## src/rtl/opfetch_pkg.sv

```systemverilog
package opfetch_pkg;

    localparam int DATA_W = 32;
    localparam int LIT_W  = 16;
    localparam int RIDX_W = 5;
    localparam int MODE_W = 3;

    typedef enum logic [MODE_W-1:0] {
        AM_REG    = 3'd0,
        AM_IMM    = 3'd1,
        AM_DISP   = 3'd2,
        AM_RIND   = 3'd3,
        AM_DIRECT = 3'd4,
        AM_MIND   = 3'd5
    } amode_e;

    typedef enum logic [1:0] {
        RD_NONE = 2'd0,
        RD_ONE  = 2'd1,
        RD_TWO  = 2'd2
    } nreads_e;

    typedef struct packed {
        nreads_e           nreads;
        logic              bad;
        logic [DATA_W-1:0] addr;
        logic [DATA_W-1:0] value;
    } fetch_plan_t;

    typedef enum logic [2:0] {
        TS_IDLE,
        TS_FETCH,
        TS_MEM1,
        TS_MEM2,
        TS_DONE
    } top_state_e;

    typedef enum logic [1:0] {
        MP_IDLE,
        MP_REQ,
        MP_WAIT
    } port_state_e;

    function automatic logic [DATA_W-1:0] sext_lit(input logic [LIT_W-1:0] f);
        return {{(DATA_W-LIT_W){f[LIT_W-1]}}, f};
    endfunction

    function automatic logic known_mode(input logic [MODE_W-1:0] m);
        return m <= MODE_W'(AM_MIND);
    endfunction

endpackage

```

## src/rtl/of_addr_gen.sv

```systemverilog
module of_addr_gen
    import opfetch_pkg::*;
(
    input  logic [MODE_W-1:0] mode,
    input  logic [DATA_W-1:0] base,
    input  logic [LIT_W-1:0]  lit,
    output fetch_plan_t       plan
);
    logic [DATA_W-1:0] lit_x;

    assign lit_x = sext_lit(lit);

    always_comb begin
        plan        = '0;
        plan.nreads = RD_NONE;
        if (!known_mode(mode)) begin
            plan.bad = 1'b1;
        end else begin
            unique case (amode_e'(mode))
                AM_REG: begin
                    plan.value = base;
                end
                AM_IMM: begin
                    plan.value = lit_x;
                end
                AM_DISP: begin
                    plan.nreads = RD_ONE;
                    plan.addr   = base + lit_x;
                end
                AM_RIND: begin
                    plan.nreads = RD_ONE;
                    plan.addr   = base;
                end
                AM_DIRECT: begin
                    plan.nreads = RD_ONE;
                    plan.addr   = lit_x;
                end
                AM_MIND: begin
                    plan.nreads = RD_TWO;
                    plan.addr   = base;
                end
                default: plan.bad = 1'b1;
            endcase
        end
    end
endmodule

```

## src/rtl/of_mem_port.sv

```systemverilog
module of_mem_port
    import opfetch_pkg::*;
(
    input  logic              clk,
    input  logic              rst,
    input  logic              launch,
    input  logic [DATA_W-1:0] launch_addr,
    output logic              mem_req,
    output logic [DATA_W-1:0] mem_addr,
    input  logic              mem_ready,
    input  logic              mem_rvalid,
    input  logic [DATA_W-1:0] mem_rdata,
    output logic              rsp_valid,
    output logic [DATA_W-1:0] rsp_data
);
    port_state_e       st;
    logic [DATA_W-1:0] addr_q;

    always_ff @(posedge clk) begin
        if (rst) begin
            st     <= MP_IDLE;
            addr_q <= '0;
        end else begin
            unique case (st)
                MP_IDLE: begin
                    if (launch) begin
                        st     <= MP_REQ;
                        addr_q <= launch_addr;
                    end
                end
                MP_REQ: begin
                    if (mem_ready) st <= MP_WAIT;
                end
                MP_WAIT: begin
                    if (mem_rvalid) begin
                        if (launch) begin
                            st     <= MP_REQ;
                            addr_q <= launch_addr;
                        end else begin
                            st <= MP_IDLE;
                        end
                    end
                end
                default: st <= MP_IDLE;
            endcase
        end
    end

    assign mem_req   = (st == MP_REQ);
    assign mem_addr  = addr_q;
    assign rsp_valid = (st == MP_WAIT) && mem_rvalid;
    assign rsp_data  = mem_rdata;
endmodule

```

## src/rtl/opnd_fetch_unit.sv

```systemverilog
module opnd_fetch_unit
    import opfetch_pkg::*;
(
    input  logic              clk,
    input  logic              rst,
    input  logic              start,
    input  logic [MODE_W-1:0] mode,
    input  logic [RIDX_W-1:0] ra_idx,
    input  logic [RIDX_W-1:0] rb_idx,
    input  logic [LIT_W-1:0]  lit,
    output logic              busy,
    output logic [RIDX_W-1:0] rf_a_idx,
    input  logic [DATA_W-1:0] rf_a_data,
    output logic [RIDX_W-1:0] rf_b_idx,
    input  logic [DATA_W-1:0] rf_b_data,
    output logic              mem_req,
    output logic [DATA_W-1:0] mem_addr,
    input  logic              mem_ready,
    input  logic              mem_rvalid,
    input  logic [DATA_W-1:0] mem_rdata,
    output logic              done,
    output logic              err,
    output logic [DATA_W-1:0] operand,
    output logic [DATA_W-1:0] result
);
    top_state_e        st;
    logic [MODE_W-1:0] mode_q;
    logic [RIDX_W-1:0] ra_q;
    logic [RIDX_W-1:0] rb_q;
    logic [LIT_W-1:0]  lit_q;
    logic [DATA_W-1:0] opa_q;
    logic              two_q;
    logic              err_q;
    logic [DATA_W-1:0] operand_q;
    logic [DATA_W-1:0] result_q;

    fetch_plan_t       plan;
    logic              launch;
    logic [DATA_W-1:0] launch_addr;
    logic              rsp_valid;
    logic [DATA_W-1:0] rsp_data;

    of_addr_gen u_agen (
        .mode (mode_q),
        .base (rf_b_data),
        .lit  (lit_q),
        .plan (plan)
    );

    of_mem_port u_port (
        .clk         (clk),
        .rst         (rst),
        .launch      (launch),
        .launch_addr (launch_addr),
        .mem_req     (mem_req),
        .mem_addr    (mem_addr),
        .mem_ready   (mem_ready),
        .mem_rvalid  (mem_rvalid),
        .mem_rdata   (mem_rdata),
        .rsp_valid   (rsp_valid),
        .rsp_data    (rsp_data)
    );

    always_comb begin
        launch      = 1'b0;
        launch_addr = plan.addr;
        if (st == TS_FETCH && !plan.bad && plan.nreads != RD_NONE) begin
            launch = 1'b1;
        end else if (st == TS_MEM1 && rsp_valid && two_q) begin
            launch      = 1'b1;
            launch_addr = rsp_data;
        end
    end

    always_ff @(posedge clk) begin
        if (rst) begin
            st        <= TS_IDLE;
            mode_q    <= '0;
            ra_q      <= '0;
            rb_q      <= '0;
            lit_q     <= '0;
            opa_q     <= '0;
            two_q     <= 1'b0;
            err_q     <= 1'b0;
            operand_q <= '0;
            result_q  <= '0;
        end else begin
            unique case (st)
                TS_IDLE: begin
                    if (start) begin
                        mode_q <= mode;
                        ra_q   <= ra_idx;
                        rb_q   <= rb_idx;
                        lit_q  <= lit;
                        err_q  <= 1'b0;
                        st     <= TS_FETCH;
                    end
                end
                TS_FETCH: begin
                    opa_q <= rf_a_data;
                    two_q <= (plan.nreads == RD_TWO);
                    if (plan.bad) begin
                        err_q     <= 1'b1;
                        operand_q <= '0;
                        result_q  <= '0;
                        st        <= TS_DONE;
                    end else if (plan.nreads == RD_NONE) begin
                        operand_q <= plan.value;
                        result_q  <= rf_a_data + plan.value;
                        st        <= TS_DONE;
                    end else begin
                        st <= TS_MEM1;
                    end
                end
                TS_MEM1: begin
                    if (rsp_valid) begin
                        if (two_q) begin
                            st <= TS_MEM2;
                        end else begin
                            operand_q <= rsp_data;
                            result_q  <= opa_q + rsp_data;
                            st        <= TS_DONE;
                        end
                    end
                end
                TS_MEM2: begin
                    if (rsp_valid) begin
                        operand_q <= rsp_data;
                        result_q  <= opa_q + rsp_data;
                        st        <= TS_DONE;
                    end
                end
                TS_DONE: st <= TS_IDLE;
                default: st <= TS_IDLE;
            endcase
        end
    end

    assign busy     = (st != TS_IDLE);
    assign done     = (st == TS_DONE);
    assign err      = done && err_q;
    assign operand  = operand_q;
    assign result   = result_q;
    assign rf_a_idx = ra_q;
    assign rf_b_idx = rb_q;
endmodule

```

## config.mk

```make
export PLATFORM = sky130hd
export DESIGN_NAME = opnd_fetch_unit
export DESIGN_NICKNAME = d
export VERILOG_FILES = /design/src/rtl/opfetch_pkg.sv /design/src/rtl/of_addr_gen.sv /design/src/rtl/of_mem_port.sv /design/src/rtl/opnd_fetch_unit.sv
export SDC_FILE = /design/constraint.sdc
export NUM_CORES = 1
export LEC_CHECK = 0
export ABC_CLOCK_PERIOD_IN_PS = 3800
export CORE_UTILIZATION = 55
export DETAILED_ROUTE_END_ITERATION = 16
export GPL_TIMING_DRIVEN = 0
export PLACE_DENSITY = 0.84
export SYNTH_ARGS = -nofsm -noshare
export SYNTH_HDL_FRONTEND = slang
export SYNTH_HIERARCHICAL = 1
export SYNTH_SLANG_ARGS = --single-unit
```

## constraint.sdc

```tcl
create_clock -name clk -period 3.8 [get_ports clk]
set_input_delay 0.76 -clock clk [delete_from_list [all_inputs] [get_ports clk]]
set_output_delay 0.76 -clock clk [all_outputs]
set_load 0.005 [all_outputs]
```

# [Word-level counts from Yosys, hierarchy flattened]
# Cells that the tools add are included.
[op_classes] add_sub_neg=3 n_mul=0 n_div=0 order_cmp=1 eq_ne=21 n_shift=0 n_mux=41 bitwise_logic=0 n_reduce_logical=25
[ops] op="2-to-1 mux 32 bit" count=14
[ops] op="case mux 32 bit (3 select lines)" count=3
[ops] op="case mux 32 bit (2 select lines)" count=2
[ops] op="adder 32 bit" count=3
[ops] op="2-to-1 mux 64 bit" count=1
[ops] op="2-to-1 mux 3 bit" count=6
[ops] op="!= test 2 bit, second input constant" count=7
[ops] op="equality test 3 x 2 -> 1 bit, second input constant" count=4
[ops] op="case mux 3 bit (4 select lines)" count=1
[ops] op="equality test 3 bit, second input constant" count=3
[ops] op="AND reduction 3 bit" count=3
[ops] op="2-to-1 mux 2 bit" count=4
[ops] op="2-to-1 mux 1 bit" count=7
[ops] op="equality test 3 x 1 -> 1 bit, second input constant" count=2
[ops] op="logical AND 1 bit" count=6
[ops] op="logical NOT 3 bit" count=2
[ops] op="case mux 2 bit (3 select lines)" count=1
[ops] op="nonzero test 2 bit" count=3
[ops] op="nonzero test 3 bit" count=2
[ops] op="OR reduction 6 bit" count=1
[ops] op="AND reduction 5 bit" count=1
[ops] op="equality test 2 bit, second input constant" count=2
[ops] op="logical NOT 2 bit" count=2
[ops] op="case mux 2 bit (2 select lines)" count=1
[ops] op="other kinds (9)" count=10
[word_totals] ff_bits=164 latch_bits=0 ram_bits=0 mem_bits_ro=0 out_inout_bits=110 word_cells=103 mem_count=0

# [Depth between registers and ports, before layout]
# Gate-level depths: netlist (run 1).
[depth] depth_word=11 mapped_depth=16 ltp_nobuf=15

# [Cells and area by module]
# Netlist (run 1), hierarchy kept.
[by_module_without_submodules] mod="opnd_fetch_unit" instances=1 cells_per_inst=1158 area_per_inst_um2=8991.1 seq_area_each_um2=2602.5
[by_module_without_submodules] mod="of_addr_gen" instances=1 cells_per_inst=441 area_per_inst_um2=2945.3 seq_area_each_um2=0.0
[by_module_without_submodules] mod="of_mem_port" instances=1 cells_per_inst=182 area_per_inst_um2=1816.7 seq_area_each_um2=680.7

# [Worst setup path before layout (run 1)]
# Ideal clock, no wire load.
[synth_timing] path_kind="reg-to-reg" from="register mode_q[2]" to="register result_q[31] (netlist: result[31])" arrival_time_ps=3331 required_time_ps=3723 setup_slack_ps=392 stages_incl_launch_ff=17 synth_period_minus_slack_ps=3408 path_cell_list="dfxtp_1 > inv_1 > and3_1 > clkbuf_1 > clkbuf_1 > a22oi_1 > nor2_1 > ha_1 > buf_4 > nand4_2 > nor2_2 > nand2_1 > o311a_1 > o21ba_2 > nor4_4 > mux2_4 > a41oi_2"
[synth_rtl] item="start, declared" line="opnd_fetch_unit.sv:27" rtl="logic [MODE_W-1:0] mode_q;"
[synth_rtl] item="start signal, assigned" line="opnd_fetch_unit.sv:91" rtl="mode_q <= mode;"
[synth_rtl] item="end signal, assigned" line="opnd_fetch_unit.sv:109" rtl="result_q <= rf_a_data + plan.value;"
[synth_rtl] item="end signal, assigned" line="opnd_fetch_unit.sv:121" rtl="result_q <= opa_q + rsp_data;"
[synth_rtl] item="end signal, assigned" line="opnd_fetch_unit.sv:129" rtl="result_q <= opa_q + rsp_data;"
[synth_rtl] item="end, declared" line="opnd_fetch_unit.sv:35" rtl="logic [DATA_W-1:0] result_q;"

==> summary.txt, run 1 <==
Run status
  – Status: complete, but fails checks
  – Failing checks: setup timing

Placement
  – IO buf count: 206
  – Setup slack at placement: -0.6987 ns
  – Dpl hpwl: between 40000 and 50000 um
  – RD Place Congestion: between 0.9 and 1
  – Placed inst area: 16220 um2

Cells and area
  – Fill cells: between 2000 and 2500
  – Share of post-route cells with drive strength above 1: about a tenth
  – Final core occ: 69.96%
  – Layout area overhead: 24.07%
  – Diode count: 0
  – Nets: between 2000 and 2500
  – Final Cell Area: roughly 17000 um2

Detailed routing
  – Avg WL per Cell: between 20 and 25 um
  – Drt via density: ~6.5
  – Residual DRC: 0
  – DRT iter0 DRCs: approximately 1700
  – Drt first pass iters: 6
  – Post-DRT Antenna Nets: 0
  – Via count: ~15000
  – Final wirelength: about 53000 um

Worst setup path
  – Worst-path maximum fanout: 8
  – CP arrival: between 4 and 5 ns
  – Critical path endpoint category: flip-flop
  – WS Path Type: flip-flop to flip-flop
  – Crit path cell chain: inv_1, and3_4, nand2_1, a21oi_1, ha_1, nand4_2, nor2_4, nand2_1, o311a_1, o21ba_2, nor4_4, mux2_4, a41oi_2
  – R2R Path Start: mode_q[2]
  – Register-to-register setup slack: -0.009 ns
  – Crit path capture: result[31]
  – Element type at the critical path start: flip-flop
  – Reg2Reg Depth: 13
  – Worst setup startpoint: mode_q[2]
  – Critical path's most frequent cell: nand2_1
  – Crit-path max cell delay: approximately 0.48 ns
  – Slowest CP cell: a21oi_1
  – Worst path required time: between 4 and 5 ns
  – Worst R2R End: result[31]

GRT
  – Pin count of the biggest net entering global routing: 21
  – Overflow after GRT: 0
  – Initial antenna violation count: 0
  – Vias in the first global route: between 10000 and 15000
  – First-pass GRT wire length: around 80000 um
  – GRT Total Usage: around 40%

Pwr
  – Total power: a little under 10 mW
  – Power Dens Cells: 573.7 nW/um2
  – VDD IR max: approximately 0.00034 V
  – P_leak: 6.627 nW

Timing
  – Final hold viol count: 0
  – Setup WS post-layout: -0.008790 ns
  – Achievable clock frequency: approximately 260 MHz
  – Minimum clock period: 3.809 ns
  – Final period utilization: 100.2%
  – RSZ-0062 raised after global routing: true
  – Slew @ Worst Pin: approximately 1.1 ns
  – Fin Setup TNS: -0.008790 ns
  – Clock Skew: between 0.01 and 0.015 ns
  – Slew Limit Fails: 0
  – Setup Viol. Count Final: 1
  – Max-Slew Margin vs Limit: ~28%

Yosys
  – Mapped Nets: roughly 2000
  – Post-synth ARST share: 0%
  – Largest area contributor in the netlist: dfxtp_1
  – Yosys warning count: 6
  – Post-synth EDFFs: 0
  – Register area share after synthesis: a little under a quarter
  – Synth top area share: a little under a quarter
  – Library cells used by synthesis: 100
  – Leading post-synthesis cells by cell area: dfxtp_1, ha_1, a21oi_1
  – Number of cells produced by synthesis: between 1500 and 2000
  – Synthesized area: around 14000 um2
  – Syn_area_per_cell: about 7.7 um2
  – Main synth FF type: dfxtp_1
  – Seq cells post-synth: roughly 160

Clocking
  – Num CTS Buffers: 17
  – Clk sinks: between 150 and 200
  – Root buf cell: clkbuf_16
  – Clock slew at reported path FFs: roughly 0.080 ns
  – TritonCTS clock tree: built
  – Skew-Pair Late Insertion Delay: approximately 0.45 ns
  – CTS max path bufs: 2
  – H-tree levels: 4

Floorplan
  – Chip Height: 160.1 um
  – Num rows: 57
  – DIE AREA: 25640 um2
  – Core area: roughly 24000 um2
  – Die W: between 150 and 200 um
  – I/O pin count: 240
  – Starting Density: between 50 and 60%

Worst hold path
  – Hold Path Class: flip-flop to flip-flop
  – Min-Delay Path Depth: 2
  – HP Start: rf_a_idx[1]

Flow run
  – Max-Cap Viols: 0
-- worst min path at each step --
stage                             end  slack (ns)
after floorplan              opa_q[0]        0.44
after global placement    rf_b_idx[2]        0.44
after detailed placement  rf_a_idx[0]        0.45
after CTS                 rf_a_idx[1]        0.46
after global routing      rf_b_idx[4]        0.48
final                     rf_a_idx[1]        0.46
-- final cells by class --
class	count	area, um2	area share (%)
Inverter	38	142.6	0.8359
Multi-Input combinational cell	1428	9633	56.45
Sequential cell	164	3293	19.30
Clock buffer	17	425.4	2.493
Timing Repair Buffer	213	2115	12.39
Buffer	150	895.9	5.250
Tap cell	324	405.4	2.376
Clock inverter	15	153.9	0.9019
-- logic make-up (layout without fill, tap and decap cells) --
kind of cell | after synthesis | count (layout) | share of synthesized area, %
compound gates | 537 | 537 | 26.17
xor+xnor | 65 | 65 | 4.139
fa+ha+maj | 99 | 99 | 9.170
buf+inv | 189 | 433 | 7.414
flops | 164 | 164 | 23.87
mux | 75 | 75 | 5.832
simple gates | 652 | 652 | 23.40
-- where the power goes --
part | internal [mW] | total (mW) | switching [mW] | leakage (nW)
Sequential | 2.12 | 2.45 | 0.326 | 1.34
Combinational | 2.34 | 5.58 | 3.24 | 5.00
Clock | 0.883 | 1.76 | 0.874 | 0.288
Total | 5.35 | 9.79 | 4.44 | 6.63
-- registers in the layout (all words and copies together) (netlist names), 5 cells and up --
| name | cells |
|---|---|
| u_port/mem_addr | 32 |
| opa_q | 32 |
| rf_b_idx | 5 |
| lit_q | 16 |
| rf_a_idx | 5 |
| result | 32 |
| operand | 32 |
-- cells in the final DEF, fill, tap and decap left out, types with 57 or more instances in the layout --
| cell | count |
|---|---|
| nor3_1 | 67 |
| dfxtp_1 | 160 |
| nand2_1 | 210 |
| o21ai_0 | 57 |
| nor2_1 | 138 |
| clkbuf_1 | 83 |
| clkdlybuf4s50_1 | 206 |
| a21oi_1 | 185 |
| nand2b_1 | 76 |
| ha_1 | 91 |
-- per-stage QoR --
step           instances  hold WS, ns
2_1_floorplan       1781       0.4406
3_3_place_gp        2311       0.4411
3_5_place_dp        2311       0.4505
4_1_cts             2345       0.4605
5_1_grt             2349       0.4770
6_report            2349       0.4570
-- per-layer routing --
metal	wire, um	GRT usage (%)
met2	23450	64.25
met1	21190	52.48
met3	5890	7.039
met4	2712	20.22
met5	0	0
-- worst max-delay path: cells and delay by family, from the launching register on --
family                     cells  cell delay [ns]
muxes                          1             0.33
buffers and inverters          1             0.14
AOI/OAI and AO/OA              4             1.34
and+or+nand+nor                6             1.21
adders and majority gates      1             0.34
DFF                            1             0.37
-- what timing repair did --
item                                    in CTS  in global routing
endpoints found under the setup margin      25                 41
hold buffers                                 0                  0
setup buffers                                3                  4
resized for setup                           26                 44
pin swaps                                    2                 10
-- synth_stat cells (13+ instances only) --
cell type / n
a211oi_1: 54
mux2_2: 33
o21bai_1: 14
nand2b_1: 77
buf_4: 34
dfxtp_1: 164
nor3b_1: 35
a21o_1: 39
clkbuf_1: 94
xnor2_1: 42
xor2_1: 23
mux2i_1: 40
nor2_1: 145
nand2_1: 210
nand4_1: 16
or3_1: 13
o21ai_0: 59
nand3_1: 13
ha_1: 96
a21oi_1: 187
a22oi_1: 22
a221oi_1: 17
nor2b_1: 14
inv_1: 38
o22ai_1: 18
nor3_1: 69
Power figures use the tool's default switching activity.
==> run 2, diff against run 1 <==
- SLEW_MARGIN: default -> 20
==> results of run 2 <==
No change in the layout: final DEF, timing and power equal those of run 1.
